===== config.mk =====
export PLATFORM = sky130hd
export DESIGN_NAME = irq_ctrl_top
export DESIGN_NICKNAME = d
export VERILOG_FILES = /design/src/rtl/irq_ctrl_pkg.sv /design/src/rtl/irq_status_reg.sv /design/src/rtl/irq_mask_reg.sv /design/src/rtl/irq_aggregate.sv /design/src/rtl/irq_ctrl_top.sv
export SDC_FILE = /design/constraint.sdc
export NUM_CORES = 1
export LEC_CHECK = 0
export BUFFER_PORTS_ARGS = -buffer_cell sky130_fd_sc_hd__buf_2
export CORE_UTILIZATION = 40
export CTS_CLUSTER_DIAMETER = 80
export CTS_CLUSTER_SIZE = 16
export DETAILED_ROUTE_END_ITERATION = 8
export PLACE_DENSITY = 0.67
export SETUP_SLACK_MARGIN = 0.3
export SKIP_CTS_REPAIR_TIMING = 1
export SLEW_MARGIN = 10
export SYNTH_ARGS = -nofsm -noshare
export SYNTH_HDL_FRONTEND = slang
export SYNTH_SLANG_ARGS = --single-unit
export TNS_END_PERCENT = 30

===== constraint.sdc =====
create_clock -name clk -period 1.8 [get_ports clk]
set_clock_uncertainty 0.15 [all_clocks]
set_input_delay 0.18 -clock clk [delete_from_list [all_inputs] [get_ports clk]]
set_output_delay 0.18 -clock clk [all_outputs]
set_load 0.1 [all_outputs]

===== src/rtl/irq_ctrl_pkg.sv =====
package irq_ctrl_pkg;
  localparam int unsigned IRQ_W  = 10;
  localparam int unsigned ADDR_W = 2;

  typedef enum logic [ADDR_W-1:0] {
    SEL_STATUS  = 2'd0,
    SEL_MASK    = 2'd1,
    SEL_UNMASK  = 2'd2,
    SEL_MASKSET = 2'd3
  } reg_sel_e;
endpackage


===== src/rtl/irq_status_reg.sv =====
module irq_status_reg #(
  parameter int unsigned N = 10,
  parameter logic [N-1:0] RO_BITS = 'h100
) (
  input  logic         clk,
  input  logic         rst_n,
  input  logic [N-1:0] evt,
  input  logic [N-1:0] sw_clr,
  output logic [N-1:0] stat_q,
  output logic [N-1:0] stat_d
);
  localparam logic [N-1:0] STICKY = ~RO_BITS;

  // sticky bits: event has priority over the software clear
  // live bits: straight copy of the source
  always_comb begin
    stat_d = (evt & RO_BITS) | (STICKY & (evt | (stat_q & ~sw_clr)));
  end

  always_ff @(posedge clk or negedge rst_n) begin
    if (!rst_n) stat_q <= '0;
    else        stat_q <= stat_d;
  end
endmodule


===== src/rtl/irq_mask_reg.sv =====
module irq_mask_reg #(
  parameter int unsigned N = 10,
  parameter logic [N-1:0] RST_VAL = 'h2FF
) (
  input  logic         clk,
  input  logic         rst_n,
  input  logic         unmask_wr,
  input  logic         maskset_wr,
  input  logic [N-1:0] wdata,
  output logic [N-1:0] mask_q,
  output logic [N-1:0] mask_d
);
  always_comb begin
    mask_d = mask_q;
    if (unmask_wr)  mask_d = mask_d & ~wdata;
    if (maskset_wr) mask_d = mask_d | wdata;
  end

  always_ff @(posedge clk or negedge rst_n) begin
    if (!rst_n) mask_q <= RST_VAL;
    else        mask_q <= mask_d;
  end
endmodule


===== src/rtl/irq_aggregate.sv =====
module irq_aggregate #(
  parameter int unsigned N = 10
) (
  input  logic         clk,
  input  logic         rst_n,
  input  logic [N-1:0] stat_d,
  input  logic [N-1:0] mask_d,
  output logic         irq_q
);
  logic pend;

  always_comb pend = |(stat_d & ~mask_d);

  // computed from next-state values so the line moves with the registers
  always_ff @(posedge clk or negedge rst_n) begin
    if (!rst_n) irq_q <= 1'b0;
    else        irq_q <= pend;
  end
endmodule


===== src/rtl/irq_ctrl_top.sv =====
module irq_ctrl_top
  import irq_ctrl_pkg::*;
#(
  parameter int unsigned N_SRC = IRQ_W,
  parameter logic [N_SRC-1:0] RO_BITS  = 'h100,
  parameter logic [N_SRC-1:0] MASK_RST = 'h2FF
) (
  input  logic              clk,
  input  logic              rst_n,
  input  logic [N_SRC-1:0]  evt_i,
  input  logic [ADDR_W-1:0] reg_addr_i,
  input  logic              reg_wr_i,
  input  logic [N_SRC-1:0]  reg_wdata_i,
  output logic [N_SRC-1:0]  reg_rdata_o,
  output logic              irq_o
);
  reg_sel_e         sel;
  logic             wr_status, wr_unmask, wr_maskset;
  logic [N_SRC-1:0] clr_vec;
  logic [N_SRC-1:0] stat_q, stat_d, mask_q, mask_d;

  always_comb begin
    sel        = reg_sel_e'(reg_addr_i);
    wr_status  = reg_wr_i && (sel == SEL_STATUS);
    wr_unmask  = reg_wr_i && (sel == SEL_UNMASK);
    wr_maskset = reg_wr_i && (sel == SEL_MASKSET);
    clr_vec    = wr_status ? reg_wdata_i : '0;
  end

  irq_status_reg #(.N(N_SRC), .RO_BITS(RO_BITS)) u_stat (
    .clk(clk), .rst_n(rst_n), .evt(evt_i), .sw_clr(clr_vec),
    .stat_q(stat_q), .stat_d(stat_d)
  );

  irq_mask_reg #(.N(N_SRC), .RST_VAL(MASK_RST)) u_mask (
    .clk(clk), .rst_n(rst_n), .unmask_wr(wr_unmask), .maskset_wr(wr_maskset),
    .wdata(reg_wdata_i), .mask_q(mask_q), .mask_d(mask_d)
  );

  irq_aggregate #(.N(N_SRC)) u_agg (
    .clk(clk), .rst_n(rst_n), .stat_d(stat_d), .mask_d(mask_d), .irq_q(irq_o)
  );

  always_comb begin
    case (sel)
      SEL_STATUS: reg_rdata_o = stat_q;
      SEL_MASK:   reg_rdata_o = mask_q;
      default:    reg_rdata_o = '0;
    endcase
  end
endmodule


==> results of run 1 <==
## sequential cells by signal, summed over array words and instances, names as in the netlist
signal,count
u_agg.irq_q,1
u_mask.mask_q,10
u_stat.stat_q,10
## layout make-up
cell class | instances | area, um2 | share of cell area, %
Multi-Input combinational cell | 65 | 562 | 33.2
Clock inverter | 1 | 5.00 | 0.296
Inverter | 10 | 37.5 | 2.22
Clock buffer | 3 | 22.5 | 1.33
Tap cell | 30 | 37.5 | 2.22
Timing Repair Buffer | 53 | 490 | 29.0
Sequential cell | 21 | 537 | 31.7
## per-stage QoR
step                hold WS [ps]  instances  power [mW]
finish                      26.2        183        1.35
floorplan                   -266        101       0.929
CTS                         -331        172        1.34
global placement            8.24        168        1.10
detailed placement          9.48        168        1.11
global route                20.5        183        1.42
## per-layer routing
metal | vias to the layer above | track usage (%) | wire [um]
met1 | 458 | 24.8 | 1090
met3 | 2 | 3.95 | 107
met4 | 0 | 9.21 | 24
met5 | - | 0 | 0
met2 | 22 | 32.1 | 1310
li1 | 451 | - | -
## worst max path at each step
stage	endpoint	slack, ps	cells after the start
2_1_floorplan	reg_rdata_o[0]	340	4
3_3_place_gp	u_agg.irq_q	200	6
3_5_place_dp	u_agg.irq_q	150	6
4_1_cts	reg_rdata_o[7]	160	3
5_1_grt	reg_rdata_o[3]	160	3
6_report	reg_rdata_o[5]	230	3
## cell families (layout without fill, tap and decap cells)
logic type,count (synthesis),count (layout),synth area share [%]
flip-flops,21,21,49.8
multiplexers,20,20,20.1
buffers and inverters,15,67,6.74
AND/OR/NAND/NOR,31,31,14.9
AO/OA/AOI/OAI,14,14,8.48
## power by group
| part | switching, mW | internal, mW |
|---|---|---|
| sequential | 0.0303 | 0.551 |
| clock | 0.141 | 0.0828 |
| combinational | 0.323 | 0.226 |
## layout by cell type, fill, tap and decap left out, types with 2 or more instances in the layout
cell type and instances:
inv_1 10, buf_12 10, buf_4 7, mux2i_1 5
nand2_1 7, mux2i_2 5, buf_2 24, nand4bb_1 2
clkbuf_4 4, a21oi_1 9, o22a_1 4, mux2_1 8
dlygate4sd3_1 11, dfstp_2 9, nand3_1 9, dfrtp_1 12
nor2_4 10
## tightest hold or removal path, cell delays in order
cell,delay [ps]
buf_2,100
nand2_1,50
a21oi_1,70
inv_1,50
==> reports/results.txt, run 1 <==
Status: finished clean
Critical Path Max Stage Delay: 550 ps
Final ANT Viol Nets: 0
Setup crit end kind: primary output
Final WS setup: 226 ps
GRT Overall Usage: 19.7%
Die Area: 2900 um2
WP buf/inv: 1
Core area: 2500 um2
Most used DFF post-synth: dfrtp_1
Post-detail-place hpwl: 1870 um
Power Dens Cells: 800 nW/um2
Slowest CP cell: dfstp_2
Final net count: 179
EDFF count, synth: 0
Final Instance Area: 1690 um2
Pins over their slew limit: 0
Fin. Hold Viols: 0
Peak Freq: 635 MHz
Reg clk slew, reported paths: 120 ps
Synth top area share: 27.9%
Rows: 18
Top post-synthesis cells by count: 12 x dfrtp_1, 10 x inv_1, 10 x mux2i_1, 10 x nor2_1
Pre-CTS WS: 146 ps
Number of vias per cell: 5.10
Clock Latency Late Sink: 300 ps
Area grow syn2layout: 57.0%
I/O pin total: 36
Die Width: 53.9 um
Maxcap violations: 0
Pin count of the biggest net entering global routing: 22
Crit path cell chain: mux2i_1 > nor2_4 > buf_12
DRC: 0
Hold depth: 4
Slew HR: 67.8%
Worst-margin pin slew: 487 ps
Post-Syn Area: 1080 um2
Grt total ovfl: 0
Minimum clock period: 1570 ps
VDD IR max: 593 uV
Detailed Route Iter0 Violations: 13
Vias in the first global route: 868
Pleak: 0.703 nW
Initial core utilization: 43.1%
CTS root buf: clkbuf_4
Antenna violations before repair: 0
Filler cell count: 203
Setup TNS: 0 ps
Setup violators final: 0
Crit path launch: u_mask.mask_q[5]
Placer congestion estimate: 0.746
Family with the most delay on the worst path: flip-flops
Htree depth: 1
Synth cell types: 20
CTS Buffer Depth: 2
Synth area leaders: dfrtp_1 28%, dfstp_2 22%, mux2i_1 9.3%
Crit Path Max Fanout: 2
Yosys Warn Count: 0
Critical Path Start Type: flip-flop
Setup Crit Path Kind: reg2out
CTS tree: built
Hold WC Path Type: in2reg
Die Ht: 53.9 um
RSZ-0062 raised after global routing: true
R2R setup slack: 430 ps
Antenna Cells: 0
R2R Path Start: u_mask.mask_q[1]
Via count: 933
Avg WL per Cell: 13.8 um
Instance count of the mapped netlist: 101
Asr flop ratio synth: 100%
Layout cell share with drive strength beyond 1: 48.4%
Final cycle utilization of the critical path: 87.4%
DP Area: 1530 um2
Post-Route WL: 2530 um
Worst reg2reg path depth: 4
Syn Area/Cell: 10.7 um2
Hold Path End: u_stat.stat_q[6]
Reg2reg end: u_agg.irq_q
Initial DRT Pass Iterations: 4
Sequential area share after synthesis: 49.8%
Dominant cell type by area after synthesis: dfrtp_1
Hold_sp: reg_wdata_i[6]
Core Util, Final: 67.7%
First-pass GRT wire length: 3950 um
Count leader, synth: dfrtp_1
IO buf count: 35
Number of buffers created by CTS: 3
Synth Register Bits: 21
Syn Nets: 126
CP arrival: 1240 ps
Data required time of the worst path: 1470 ps
# clock sinks: 21
Power figures use the tool's default switching activity.
==> inputs of run 2 (changes only) <==
--- a/config.mk
+++ b/config.mk
@@ -6,6 +6,7 @@
 export NUM_CORES = 1
 export LEC_CHECK = 0
 export BUFFER_PORTS_ARGS = -buffer_cell sky130_fd_sc_hd__buf_2
+export CORE_MARGIN = 2
 export CORE_UTILIZATION = 40
 export CTS_CLUSTER_DIAMETER = 80
 export CTS_CLUSTER_SIZE = 16
==> run 2 against run 1 <==
- power up 0.41%
- hold slack got worse by 4.5 ps
- setup slack lost 4.5 ps
- global-route usage decreased by 4.0 points
- combinational power is essentially flat
==> reports/results.txt, run 2 (synthesized netlist as in run 1, its figures left out) <==
Status: finished clean
DP Area: 1530 um2 (-0.49%)
Fin. Hold Viols: 0 (unchanged)
Hold WC Path Type: in2reg
Pint: 0.865 mW (+0.71%)
Detailed Route Iter0 Violations: 13 (unchanged)
Worst-margin pin slew: 483 ps (-3.71 ps)
Critical Path Start Type: flip-flop
Final Instance Area: 1690 um2 (unchanged)
Top flop regs: u_mask.mask_q (10), u_stat.stat_q (10), u_agg.irq_q (1)
Final net count: 178 (-0.56%)
Worst setup endpoint: reg_rdata_o[0]
Pin count of the biggest net entering global routing: 22 (unchanged)
GRT Overall Usage: 15.7% (-4.0 points)
Die Width: 55.9 um (+3.7%)
Overall power: 1.36 mW (+0.41%)
Maxcap violations: 0 (unchanged)
R2R setup slack: 420 ps (about the same)
Peak Freq: 634 MHz (-0.28%)
CTS tree: built
Area grow syn2layout: 57.0% (unchanged)
Filler cell count: 199 (-2.0%)
Clock power frac: 16.6% (about the same)
Area of the multi-input gates: 569 um2 (+1.3%)
Data required time of the worst path: 1470 ps (about the same)
Logic gate share of total power: 40.5% (about the same)
Hold slack final: 21.7 ps (-4.50 ps)
Layout cell share with drive strength beyond 1: 48.7% (+0.32 points)
R2R Path Start: u_mask.mask_q[1]
Minimum clock period: 1580 ps (+4.49 ps)
Setup Crit Path Kind: reg2out
Placed Cells: 167 (-0.60%)
Placer congestion estimate: 0.827 (+11%)
CP arrival: 1250 ps (about the same)
Post-Route WL: 2400 um (-5.1%)
Pins over their slew limit: 0 (unchanged)
First-pass GRT wire length: 3800 um (-3.8%)
Vias in the first global route: 893 (+2.9%)
Number of vias per cell: 5.03 (-1.4%)
Crit Path Max Fanout: 2 (unchanged)
Finished Layout Cells: 182 (-0.55%)
IO buf count: 35 (unchanged)
Antenna Cells: 0 (unchanged)
Final cycle utilization of the critical path: 87.7% (+0.25 points)
Post-detail-place hpwl: 1830 um (-2.0%)
Reg power frac: 42.9% (about the same)
Grt total ovfl: 0 (unchanged)
Reg clk slew, reported paths: 110 ps (about the same)
Register Area: 537 um2 (unchanged)
DRC: 0 (unchanged)
Power Dens Cells: 804 nW/um2 (+0.41%)
CTS root buf: clkbuf_4
Switching Share: 36.3% (-0.19 points)
Net Sw Power: 0.494 mW (-0.11%)
Crit path launch: u_mask.mask_q[0]
Via count: 915 (-1.9%)
VDD IR max: 573 uV (-3.4%)
Pleak: 0.694 nW (-1.3%)
Final ANT Viol Nets: 0 (unchanged)
Initial core utilization: 42.7% (-0.38 points)
Number of buffers created by CTS: 3 (unchanged)
Initial DRT Pass Iterations: 4 (unchanged)
# clock sinks: 21 (unchanged)
Setup TNS: 0 ps (unchanged)
Setup crit end kind: primary output
Slew HR: 68.0% (+0.25 points)
Most frequent cells in the layout: 25 x buf_2, 12 x dfrtp_1, 11 x dlygate4sd3_1
RSZ-0062 raised after global routing: true
I/O pin total: 36 (unchanged)
Most common cell after layout, fill and taps aside: buf_2
Setup violators final: 0 (unchanged)
Die Ht: 55.9 um (+3.7%)
Rows: 18 (unchanged)
Antenna violations before repair: 0 (unchanged)
Clock Latency Late Sink: 300 ps (about the same)
Avg WL per Cell: 13.2 um (-4.6%)
CTS Buffer Depth: 2 (unchanged)
Core area: 2520 um2 (+0.90%)
Worst reg2reg path depth: 4 (unchanged)
Reg2reg end: u_agg.irq_q
Die Area: 3120 um2 (+7.6%)
Htree depth: 1 (unchanged)
## run 2: cell count changes in the layout (fill, tap and decap cells not counted), sizes merged
| cell | before | now |
|---|---|---|
| clkinv | 1 | 0 |
## run 2: area by class of cell
cell class                 count  share of cell area, %
clock buffer                   4                   1.55
tap                           30                   2.22
sequential                    21                   31.7
timing repair buffer          52                   28.6
inverter                      10                   2.22
multi-input combinational     65                   33.7
## run 2: metal layers
layer  GRT usage (%)  wire [um]
met2            27.2       1200
met3            3.26        125
met4            7.14         35
met1            18.6       1040
met5               0          0
## run 2: how the worst min path moves through the flow
stage	startpoint	to	slack [ps]	cells after the start
2_1_floorplan	rst_n	u_agg.irq_q	-270	0
3_3_place_gp	rst_n	u_stat.stat_q[5]	1	1
3_5_place_dp	rst_n	u_stat.stat_q[1]	10	1
4_1_cts	rst_n	u_stat.stat_q[7]	-320	1
5_1_grt	reg_wdata_i[2]	u_stat.stat_q[2]	40	4
6_report	reg_wdata_i[7]	u_stat.stat_q[7]	20	4
## run 2: power by group through the flow
| stage | clock [mW] | combinational [mW] | sequential, mW |
|---|---|---|---|
| final | 0.226 | 0.551 | 0.583 |
| after detailed placement | 0 | 0.526 | 0.584 |
| after CTS | 0.231 | 0.527 | 0.575 |
| after floorplan | 0 | 0.352 | 0.576 |
| after global placement | 0 | 0.519 | 0.581 |
| after global routing | 0.247 | 0.577 | 0.588 |
## run 2: metrics by stage
| stage | utilization [%] | setup WS [ps] |
|---|---|---|
| floorplan | - | 345 |
| global placement | 60.5 | 204 |
| detailed placement | 60.5 | 175 |
| CTS | 61.5 | 178 |
| global route | 67.1 | 184 |
| finish | 67.1 | 222 |
## run 2: critical path: stages, from the launching register on
cell and delay [ps]:
dfstp_2 560, mux2i_2 80, nor2_4 130, buf_12 180
==> inputs of run 3 (changes only) <==
--- a/config.mk
+++ b/config.mk
@@ -12,7 +12,7 @@
 export CTS_CLUSTER_SIZE = 16
 export DETAILED_ROUTE_END_ITERATION = 8
 export PLACE_DENSITY = 0.67
-export SETUP_SLACK_MARGIN = 0.3
+export SETUP_SLACK_MARGIN = 0.1
 export SKIP_CTS_REPAIR_TIMING = 1
 export SLEW_MARGIN = 10
 export SYNTH_ARGS = -nofsm -noshare
==> run 3 against run 2 <==
- power shrank 2.8%
- non-clock buffer count is the same
- critical path type unchanged
- critical path depth is the same
- critical endpoint is now reg_rdata_o[5]
- largest power group unchanged
==> reports/results.txt, run 3 (synthesized netlist as in run 1, its figures left out) <==
Antenna Cells: 0 (unchanged)
Clock Latency Late Sink: 300 ps (about the same)
Pleak: 0.695 nW (+0.17%)
Grt total ovfl: 0 (unchanged)
Slew HR: 68.1% (about the same)
Fin. Hold Viols: 0 (unchanged)
Filler cell count: 207 (+4.0%)
DRC: 0 (unchanged)
Final ANT Viol Nets: 0 (unchanged)
Status: finished clean
Hold depth: 4 (unchanged)
Most frequent cells in the layout: 25 x buf_2, 12 x dfrtp_1, 11 x dlygate4sd3_1
Number of buffers created by CTS: 3 (unchanged)
Crit path launch: u_mask.mask_q[5]
Antenna violations before repair: 0 (unchanged)
Peak Freq: 627 MHz (-1.0%)
Pins over their slew limit: 0 (unchanged)
Hold_sp: reg_wdata_i[5]
Setup crit end kind: primary output
Reg power frac: 43.6% (+0.7 points)
Core area: 2520 um2 (unchanged)
Top flop regs: u_mask.mask_q (10), u_stat.stat_q (10), u_agg.irq_q (1)
GRT Overall Usage: 16.0% (+0.35 points)
Switching Share: 36.2% (-0.15 points)
Setup violators final: 0 (unchanged)
Crit path cell chain: mux2i_1 > nor2_2 > buf_12
IO buf count: 35 (unchanged)
Hold slack final: 22.9 ps (+1.15 ps)
Htree depth: 1 (unchanged)
Via count: 892 (-2.5%)
Clock power frac: 17.1% (+0.5 points)
Initial DRT Pass Iterations: 4 (unchanged)
CTS root buf: clkbuf_4
I/O pin total: 36 (unchanged)
Post-detail-place hpwl: 1870 um (+2.4%)
Slowest CP cell: dfstp_2
Die Area: 3120 um2 (unchanged)
Final net count: 178 (unchanged)
Reg2reg end: u_agg.irq_q
R2R setup slack: 420 ps (about the same)
Number of vias per cell: 4.90 (-2.5%)
CP arrival: 1260 ps (about the same)
First-pass GRT wire length: 4050 um (+6.7%)
Avg WL per Cell: 13.2 um (about the same)
Setup TNS: 0 ps (unchanged)
Detailed Route Iter0 Violations: 13 (unchanged)
CTS Buffer Depth: 2 (unchanged)
R2R Path Start: u_mask.mask_q[1]
Maxcap violations: 0 (unchanged)
Critical Path Max Stage Delay: 550 ps (about the same)
Worst reg2reg path depth: 4 (unchanged)
Crit Path Max Fanout: 2 (unchanged)
Final cycle utilization of the critical path: 88.6% (+0.89 points)
Placer congestion estimate: 0.868 (+4.9%)
Die Width: 55.9 um (unchanged)
# clock sinks: 21 (unchanged)
Net Sw Power: 0.478 mW (-3.2%)
Data required time of the worst path: 1470 ps (about the same)
Die Ht: 55.9 um (unchanged)
Minimum clock period: 1590 ps (+16.0 ps)
Hold Path End: u_stat.stat_q[5]
Rows: 18 (unchanged)
VDD IR max: 625 uV (+9.1%)
Setup Crit Path Kind: reg2out
Power Dens Cells: 811 nW/um2 (+0.97%)
Logic gate share of total power: 39.3% (-1.2 points)
CTS tree: built
Hold WC Path Type: in2reg
RSZ-0062 raised after global routing: false
Area grow syn2layout: 51.1%
Vias in the first global route: 956 (+7.1%)
Most common cell after layout, fill and taps aside: buf_2
Post-Route WL: 2400 um (about the same)
Critical Path Start Type: flip-flop
Reg clk slew, reported paths: 120 ps (about the same)
Pin count of the biggest net entering global routing: 22 (unchanged)
Pint: 0.843 mW (-2.6%)
Initial core utilization: 42.7% (unchanged)
Layout cell share with drive strength beyond 1: 44.7% (-3.9 points)
Worst-margin pin slew: 482 ps (-0.583 ps)
run 3: per-stage QoR:
stage / total power, mW / cells / cell area, um2 / util, % / setup WS (ps)
after floorplan: 0.906 / 101 / 1120 / - / -102
after global placement: 1.08 / 167 / 1490 / 59.1 / 232
after detailed placement: 1.09 / 167 / 1490 / 59.1 / 123
after CTS: 1.31 / 171 / 1520 / 60.2 / 189
after global routing: 1.38 / 182 / 1630 / 64.5 / 148
final: 1.32 / 182 / 1630 / 64.5 / 206
run 3: power groups by stage:
stage / Clock (mW) / Sequential, mW / Combinational, mW
6_report: 0.226 / 0.576 / 0.519
5_1_grt: 0.249 / 0.584 / 0.546
4_1_cts: 0.231 / 0.576 / 0.505
3_5_place_dp: 0 / 0.585 / 0.504
3_3_place_gp: 0 / 0.581 / 0.499
2_1_floorplan: 0 / 0.576 / 0.330
run 3: worst max-delay path: cells and delay by family (launching register included):
kind / cells / cell delay, ps
buf+inv: 1 / 190
flops: 1 / 550
mux: 1 / 80
simple gates: 1 / 140
run 3: final cells by class:
class	instances	area [um2]	area share, %
clock buffer	3	22.5	1.38
clock inverter	1	5.00	0.307
inverter	10	37.5	2.31
multi-input combinational	65	508	31.2
sequential	21	537	33.0
tap	30	37.5	2.31
timing repair buffer	52	480	29.5
run 3: metal layers:
metal  wire (um)  global-route usage (%)  vias up
li1            -                       -      450
met5           0                       0        -
met4          13                    6.46        0
met1        1140                    20.2      418
met3         112                    3.02        2
met2        1140                    27.0       22
run 3: how the worst max path moves through the flow:
| stage | endpoint | slack, ps |
|---|---|---|
| final | reg_rdata_o[5] | 210 |
| after global routing | reg_rdata_o[1] | 150 |
| after CTS | reg_rdata_o[7] | 190 |
| after detailed placement | u_agg.irq_q | 120 |
| after global placement | u_agg.irq_q | 230 |
| after floorplan | reg_rdata_o[3] | -100 |
